==> config.mk <==
export PLATFORM = sky130hd
export DESIGN_NAME = i2c_reg_target
export DESIGN_NICKNAME = d
export VERILOG_FILES = /design/src/rtl/i2c_tgt_pkg.sv /design/src/rtl/i2c_line_sync.sv /design/src/rtl/i2c_bus_cond.sv /design/src/rtl/i2c_tgt_engine.sv /design/src/rtl/i2c_reg_target.sv
export SDC_FILE = /design/constraint.sdc
export NUM_CORES = 1
export LEC_CHECK = 0
export ABC_AREA = 1
export CORE_MARGIN = 2
export CORE_UTILIZATION = 55
export CTS_BUF_LIST = sky130_fd_sc_hd__clkbuf_4 sky130_fd_sc_hd__clkbuf_8
export DETAILED_ROUTE_END_ITERATION = 12
export DONT_BUFFER_PORTS = 1
export PLACE_DENSITY_LB_ADDON = 0.25
export SLEW_MARGIN = 30
export SYNTH_ARGS = -nofsm -noshare
export SYNTH_HDL_FRONTEND = slang
export SYNTH_SLANG_ARGS = --single-unit
==> constraint.sdc <==
create_clock -name clk -period 1.6 [get_ports clk]
set_clock_uncertainty 0.15 [all_clocks]
set_input_delay 0.24 -clock clk [delete_from_list [all_inputs] [get_ports clk]]
set_output_delay 0.24 -clock clk [all_outputs]
set_load 0.005 [all_outputs]
==> src/rtl/i2c_tgt_pkg.sv <==
// Shared definitions for the I2C register target.
// Assumes byte-wide data on the bus; pointer width is set by the top.
package i2c_tgt_pkg;

    localparam int BYTE_W = 8;
    localparam int CNT_W  = $clog2(BYTE_W + 1);

    // Protocol phases of the target engine.
    typedef enum logic [3:0] {
        T_IDLE,
        T_ADDR,
        T_ADDR_ACK,
        T_SUB,
        T_SUB_ACK,
        T_WR,
        T_WR_ACK,
        T_RD,
        T_RD_ACK,
        T_IGNORE
    } tgt_state_t;

endpackage

==> src/rtl/i2c_line_sync.sv <==
// Synchronizes one asynchronous bus line into the clk domain and
// produces single-cycle rise and fall pulses.
// Assumes the line idles high, so the chain resets to 1.
module i2c_line_sync #(
    parameter int STAGES = 2
) (
    input  logic clk,
    input  logic rst_n,
    input  logic line_i,
    output logic level_o,
    output logic rise_o,
    output logic fall_o
);

    logic [STAGES-1:0] chain;
    logic              prev;

    // Shift the raw line through the synchronizer chain and keep one older copy.
    always_ff @(posedge clk) begin
        if (!rst_n) begin
            chain <= '1;
            prev  <= 1'b1;
        end else begin
            chain <= {chain[STAGES-2:0], line_i};
            prev  <= chain[STAGES-1];
        end
    end

    assign level_o = chain[STAGES-1];
    assign rise_o  = level_o & ~prev;
    assign fall_o  = ~level_o & prev;

endmodule

==> src/rtl/i2c_bus_cond.sv <==
// Recovers START and STOP from synchronized lines and tracks bus occupancy.
// Assumes both lines go through synchronizers of equal depth.
module i2c_bus_cond (
    input  logic clk,
    input  logic rst_n,
    input  logic scl_lvl,
    input  logic sda_rise,
    input  logic sda_fall,
    output logic start_p,
    output logic stop_p,
    output logic busy_o
);

    assign start_p = sda_fall & scl_lvl;
    assign stop_p  = sda_rise & scl_lvl;

    // Busy flag: set by any START, cleared by STOP.
    always_ff @(posedge clk) begin
        if (!rst_n)       busy_o <= 1'b0;
        else if (stop_p)  busy_o <= 1'b0;
        else if (start_p) busy_o <= 1'b1;
    end

endmodule

==> src/rtl/i2c_tgt_engine.sv <==
// Byte-level protocol engine: address match, sub-address, data writes,
// data reads with controller acknowledge, pointer handling.
// Assumes scl edge pulses and sda level come from equal-depth synchronizers
// and that reg_rdata is valid within one cycle of reg_addr.
module i2c_tgt_engine
    import i2c_tgt_pkg::*;
#(
    parameter logic [5:0] ADDR_HI = 6'b101101,
    parameter int         PTR_W   = 7
) (
    input  logic              clk,
    input  logic              rst_n,
    input  logic              scl_rise,
    input  logic              scl_fall,
    input  logic              sda_lvl,
    input  logic              start_p,
    input  logic              stop_p,
    input  logic              strap,
    input  logic [BYTE_W-1:0] rdata_i,
    output logic              pull_o,
    output logic [PTR_W-1:0]  ptr_o,
    output logic [BYTE_W-1:0] wdata_o,
    output logic              we_o,
    output tgt_state_t        state_o
);

    localparam logic [CNT_W-1:0] CNT_ONE  = {{(CNT_W-1){1'b0}}, 1'b1};
    localparam logic [CNT_W-1:0] CNT_FULL = CNT_W'(BYTE_W);
    localparam logic [PTR_W-1:0] PTR_ONE  = {{(PTR_W-1){1'b0}}, 1'b1};

    tgt_state_t        state;
    logic [CNT_W-1:0]  cnt;
    logic [BYTE_W-1:0] rx;
    logic [BYTE_W-1:0] tx;
    logic              pull;
    logic [PTR_W-1:0]  ptr;
    logic              inc_en;
    logic              rd_dir;
    logic              mack;
    logic              we_q;
    logic [BYTE_W-1:0] wd_q;
    logic              byte_end;
    logic              addr_hit;

    assign byte_end = scl_fall && (cnt == CNT_FULL);
    assign addr_hit = (rx[BYTE_W-1:1] == {ADDR_HI, strap});

    // Protocol sequencer with bit counter, shift registers and pointer.
    always_ff @(posedge clk) begin
        if (!rst_n) begin
            state  <= T_IDLE;
            cnt    <= '0;
            rx     <= '0;
            tx     <= '0;
            pull   <= 1'b0;
            ptr    <= '0;
            inc_en <= 1'b0;
            rd_dir <= 1'b0;
            mack   <= 1'b0;
            we_q   <= 1'b0;
            wd_q   <= '0;
        end else begin
            we_q <= 1'b0;
            if (we_q && inc_en) ptr <= ptr + PTR_ONE;
            if (stop_p) begin
                state <= T_IDLE;
                pull  <= 1'b0;
            end else if (start_p) begin
                state <= T_ADDR;
                cnt   <= '0;
                pull  <= 1'b0;
            end else begin
                case (state)
                    T_ADDR, T_SUB, T_WR: begin
                        if (scl_rise) begin
                            rx  <= {rx[BYTE_W-2:0], sda_lvl};
                            cnt <= cnt + CNT_ONE;
                        end else if (byte_end) begin
                            if (state == T_ADDR) begin
                                if (addr_hit) begin
                                    pull   <= 1'b1;
                                    rd_dir <= rx[0];
                                    state  <= T_ADDR_ACK;
                                end else begin
                                    state  <= T_IGNORE;
                                end
                            end else if (state == T_SUB) begin
                                ptr    <= rx[PTR_W-1:0];
                                inc_en <= rx[BYTE_W-1];
                                pull   <= 1'b1;
                                state  <= T_SUB_ACK;
                            end else begin
                                we_q  <= 1'b1;
                                wd_q  <= rx;
                                pull  <= 1'b1;
                                state <= T_WR_ACK;
                            end
                        end
                    end
                    T_ADDR_ACK, T_SUB_ACK, T_WR_ACK: begin
                        if (scl_fall) begin
                            cnt  <= '0;
                            pull <= 1'b0;
                            if (state == T_ADDR_ACK && rd_dir) begin
                                tx    <= rdata_i;
                                pull  <= ~rdata_i[BYTE_W-1];
                                state <= T_RD;
                                if (inc_en) ptr <= ptr + PTR_ONE;
                            end else if (state == T_ADDR_ACK) begin
                                state <= T_SUB;
                            end else begin
                                state <= T_WR;
                            end
                        end
                    end
                    T_RD: begin
                        if (scl_rise) begin
                            cnt <= cnt + CNT_ONE;
                        end else if (byte_end) begin
                            pull  <= 1'b0;
                            state <= T_RD_ACK;
                        end else if (scl_fall) begin
                            tx   <= {tx[BYTE_W-2:0], 1'b0};
                            pull <= ~tx[BYTE_W-2];
                        end
                    end
                    T_RD_ACK: begin
                        if (scl_rise) begin
                            mack <= ~sda_lvl;
                        end else if (scl_fall) begin
                            cnt <= '0;
                            if (mack) begin
                                tx    <= rdata_i;
                                pull  <= ~rdata_i[BYTE_W-1];
                                state <= T_RD;
                                if (inc_en) ptr <= ptr + PTR_ONE;
                            end else begin
                                pull  <= 1'b0;
                                state <= T_IGNORE;
                            end
                        end
                    end
                    default: ;
                endcase
            end
        end
    end

    assign pull_o  = pull;
    assign ptr_o   = ptr;
    assign wdata_o = wd_q;
    assign we_o    = we_q;
    assign state_o = state;

endmodule

==> src/rtl/i2c_reg_target.sv <==
// Top of the I2C register target: line synchronizers, bus condition
// detector and protocol engine. Assumes clk is at least ~20x the SCL rate
// and that SDA is wired-AND outside (sda_pull = 1 pulls low).
module i2c_reg_target
    import i2c_tgt_pkg::*;
#(
    parameter logic [5:0] ADDR_HI     = 6'b101101,
    parameter int         PTR_W       = 7,
    parameter int         SYNC_STAGES = 2
) (
    input  logic              clk,
    input  logic              rst_n,
    input  logic              scl_i,
    input  logic              sda_i,
    input  logic              addr_lsb_strap,
    output logic              sda_pull,
    output logic              bus_busy,
    output logic [PTR_W-1:0]  reg_addr,
    output logic [BYTE_W-1:0] reg_wdata,
    output logic              reg_we,
    input  logic [BYTE_W-1:0] reg_rdata
);

    localparam int N_LINES = 2;
    localparam int L_SCL   = 0;
    localparam int L_SDA   = 1;

    logic [N_LINES-1:0] raw;
    logic [N_LINES-1:0] lvl;
    logic [N_LINES-1:0] rise;
    logic [N_LINES-1:0] fall;
    logic               start_p;
    logic               stop_p;
    tgt_state_t         eng_state;

    assign raw[L_SCL] = scl_i;
    assign raw[L_SDA] = sda_i;

    for (genvar g = 0; g < N_LINES; g++) begin : g_sync
        i2c_line_sync #(.STAGES(SYNC_STAGES)) u_sync (
            .clk    (clk),
            .rst_n  (rst_n),
            .line_i (raw[g]),
            .level_o(lvl[g]),
            .rise_o (rise[g]),
            .fall_o (fall[g])
        );
    end

    i2c_bus_cond u_cond (
        .clk     (clk),
        .rst_n   (rst_n),
        .scl_lvl (lvl[L_SCL]),
        .sda_rise(rise[L_SDA]),
        .sda_fall(fall[L_SDA]),
        .start_p (start_p),
        .stop_p  (stop_p),
        .busy_o  (bus_busy)
    );

    i2c_tgt_engine #(.ADDR_HI(ADDR_HI), .PTR_W(PTR_W)) u_eng (
        .clk     (clk),
        .rst_n   (rst_n),
        .scl_rise(rise[L_SCL]),
        .scl_fall(fall[L_SCL]),
        .sda_lvl (lvl[L_SDA]),
        .start_p (start_p),
        .stop_p  (stop_p),
        .strap   (addr_lsb_strap),
        .rdata_i (reg_rdata),
        .pull_o  (sda_pull),
        .ptr_o   (reg_addr),
        .wdata_o (reg_wdata),
        .we_o    (reg_we),
        .state_o (eng_state)
    );

endmodule

==> run summary <==
The flow ran to the end, but the final reports show violations. The checks that failed: hold timing, setup timing. During placement, the flow inserted port buffers numbering 0. The iteration-0 DRC count of the detailed router came out at 427.

The final estimated routing congestion in global placement came out at 0.9393. At the pin with the least slew margin, the transition time is 367.0 ps. The area of the die is 0.005990 mm^2.

The number of synthesized flops with an enable pin came out at 0. The final-report max-slew violation count came to 0. The number of max-capacitance violations reported came out at 0.

The count of pins on the block boundary came out at 31. The post-synthesis average cell area is 6.399 um^2. The post-detailed-route DRC marker count came out at 0. The destination of the worst register-to-register timing path is u_eng.ptr_o[4]. STA classifies the critical path startpoint as a register. The minimum setup slack among reg-to-reg paths came out at -150 ps. The maximum count of clock buffers along a single path came out at 2. The total global routing track utilization came out at 0.2898.

The wire-length estimate of the detail-placed layout is 6050 um. The minimum clock period is 1746 ps. Setup repair after global routing could not meet its margin everywhere.

The aggregate negative setup slack is -2320 ps. Compared with the post-synthesis result, the final layout area differs by 40.67%. The endpoint arrival time on the critical path is 1820 ps. Leaving out fill and tap cells, the most frequent cells in the layout are nand2_1 (101), buf_4 (65), nor2_1 (46), dfxtp_1 (44), inv_1 (40).

The total nets after synthesis came out at 479. Summing over every cut layer, the via total after detailed routing is 3632. Timing analysis after detailed placement gives a worst setup slack of -226.3 ps. The mapped netlist covers 0.002963 mm^2.

The antenna violation net count after detailed routing is 0. The total detailed-routing wirelength is 9906 um. The hold buffer count at CTS is 4.

The floorplan row count came out at 26. The global-route wire length before repair came out at 14050 um. The total area inside the core boundary comes to 0.005140 mm^2. The worst hold path begins at rst_n. Dividing total power by cell area gives a power density of 1299 mW/mm^2. The number of failing hold endpoints at the final stage came out at 31. The finished layout holds 616 standard cells, fillers aside.

The proportion of synthesized chip area in sequential cells is 0.3378. The launching point of the worst reg2reg path is u_eng.state_o[0]. The number of distinct library cells after synthesis came out at 35. The number of clock sinks came out at 50. The number of warning messages in the yosys log is 0. Across all hold checks on the routed design, the worst slack comes to -138.7 ps.

The number of global-route vias before repair was 3139. Across the whole layout, storage elements account for 0.001018 mm^2. The H-tree was split into 2 levels. In the final routed layout, each cell accounts on average for 16.08 um. The clock-pin slew on the worst setup and hold paths is 110 ps. The peak clock frequency supported by timing is 0.5729 GHz. Entering global routing, the biggest net connects 35 pins. The share of async-settable or async-resettable flops after synthesis came out at 0. The remaining global-route overflow came out at 0. The clock buffer count from CTS is 5. The worst setup path is captured at a register.

The predominant post-synthesis flop cell is dfxtp_1. IR analysis of the VDD net gives a maximum drop of 1153 uV. The type of the worst setup path is register to register.

The commonest non-fill, non-tap cell in the layout is nand2_1. The root buffer selected by CTS is clkbuf_8. For this configuration, the core starts out at a cell density of 0.5764. At the later pin of the worst-skew pair, clock insertion delay measures 320 ps. The end point of the most critical hold path is u_eng.wdata_o[7]. The type of the tightest min-delay check is input pin to register. Along the worst path, the maximum fanout reaches 5. The antenna diode count is 0. The cell area after placement came out at 0.003523 mm^2. Headroom to the max-slew limit came out at 0.7527. The synthesized netlist cell count came out at 463.

The number of iterations in the first detailed-routing pass is 5. STA puts the critical path data required time at 1670 ps. The chip width came out at 77.40 um. The vias per cell came out at 5.896. Once routing completed, OpenROAD measured the worst setup slack at -145.5 ps. The final clock period utilization by the worst path came out at 1.091. Setup violations remaining at the end of the flow were counted as 28. The leakage power figure came out at 1.826 nW. Tracing the worst setup path back leads to its startpoint at u_eng.state_o[0]. The number of cells on the worst hold path is 2. The floorplan step set the die height to 77.40 um. The cell area after layout is 0.004168 mm^2. The cell count after placement is 592.

The share of post-route cells with drive strength above 1 came out at 0.3828. The total area of multi-input combinational cells is 0.001998 mm^2. The number of antenna violations at the first check in global routing was 0. The worst register-to-register path has a depth of 9. Fill cells in the final layout number 326.

The net count of the finished layout is 561. The flip-flop and latch count after synthesis came out at 50. TritonCTS built the clock tree.
[worst max-delay path, stage by stage (launching register included)]
cell and delay [ps]:
dfxtp_4 400, buf_6 110, nand2_4 60, nor2_4 190
nand2_1 190, buf_4 190, a21oi_1 160, nand2_1 70
nand2_1 70, a21oi_2 50
[worst max-delay path by stage]
stage / end / slack (ps) / cells past startpoint
3_5_place_dp: u_eng.state_o[1] / -230 / 8
6_report: u_eng.ptr_o[4] / -150 / 9
2_1_floorplan: u_eng.wdata_o[4] / 4 / 8
5_1_grt: u_eng.tx[6] / -260 / 12
4_1_cts: u_eng.state_o[0] / -100 / 11
3_3_place_gp: u_eng.state_o[1] / -190 / 8
[sequential cells by signal, summed over array words and instances, names as in the netlist]
signal / flops
u_eng.rx: 8
u_eng.wdata_o: 8
u_eng.ptr_o: 7
u_eng.tx: 7
g_sync.u_sync.chain: 4
u_eng.cnt: 4
u_eng.state_o: 4
g_sync.u_sync.prev: 2
u_cond.busy_o: 1
u_eng.inc_en: 1
u_eng.mack: 1
u_eng.pull_o: 1
u_eng.rd_dir: 1
u_eng.we_o: 1
[final cells by class]
class                   instances  area share
well taps                      70     0.02101
repair buffers                 85      0.1762
clock buffers                   5     0.01651
inverters                      57     0.05554
multi-input cells             346      0.4794
flip-flops and latches         50      0.2444
clock inverters                 3    0.006905
[stage by stage]
| step | utilization | total power [mW] | hold slack (ps) |
|---|---|---|---|
| floorplan | - | 3.088 | 179.1 |
| global placement | 0.6855 | 3.857 | 162.2 |
| detailed placement | 0.6855 | 3.917 | 167.5 |
| CTS | 0.7451 | 4.967 | -116.9 |
| global route | 0.8109 | 5.729 | -126.6 |
| finish | 0.8109 | 5.415 | -138.7 |
[power breakdown]
part           switching [mW]  internal [mW]  leakage [nW]
clock                   0.501          0.328        0.0506
combinational            1.83           1.23          1.37
sequential              0.132           1.39         0.409
[synthesized netlist by cell type, types with 2 or more instances]
cell type | instances | area, um^2
nor2_2 | 6 | 37.54
clkbuf_1 | 3 | 11.26
a21oi_1 | 29 | 145.1
inv_1 | 48 | 180.2
nand3_2 | 2 | 20.02
ha_1 | 3 | 37.54
a31oi_1 | 2 | 12.51
dfxtp_1 | 50 | 1001
nor2_1 | 61 | 229.0
nand2_1 | 111 | 416.7
nor2_4 | 5 | 56.30
or2_2 | 4 | 25.02
nor3_1 | 10 | 50.05
nand2_2 | 10 | 62.56
nand4_1 | 7 | 43.79
o21ai_0 | 44 | 220.2
nand3_1 | 36 | 180.2
buf_2 | 2 | 10.01
o21ai_1 | 2 | 10.01
inv_2 | 8 | 30.03
buf_6 | 4 | 45.04
xor2_1 | 3 | 26.28
[cells by family (layout without fill, tap and decap cells)]
logic type,count (synthesis),in the layout,synth area share
buf+inv,68,150,0.09881
fa+ha+maj,3,3,0.01267
simple gates,258,259,0.4003
xor+xnor,3,3,0.008870
flops,50,50,0.3378
compound gates,81,81,0.1415
[timing repair]
| item | 4_1_cts | 5_1_grt |
|---|---|---|
| buffers inserted | 2 | 9 |
| hold endpoints to repair | 36 | 31 |
| pin swaps | 17 | 26 |
| setup endpoints to repair | 40 | 43 |
| cloned | 0 | 2 |
| resized for setup | 51 | 97 |
[metal layers]
layer	global-route usage	wire (um)	vias to the layer above	share of wire
met2	0.5017	4817	246	0.49
met4	0.1339	484	0	0.049
li1	-	-	1667	-
met3	0.04767	804	70	0.081
met5	0	0	-	0
met1	0.3511	3799	1649	0.38
(Power assumes the default switching activity.)
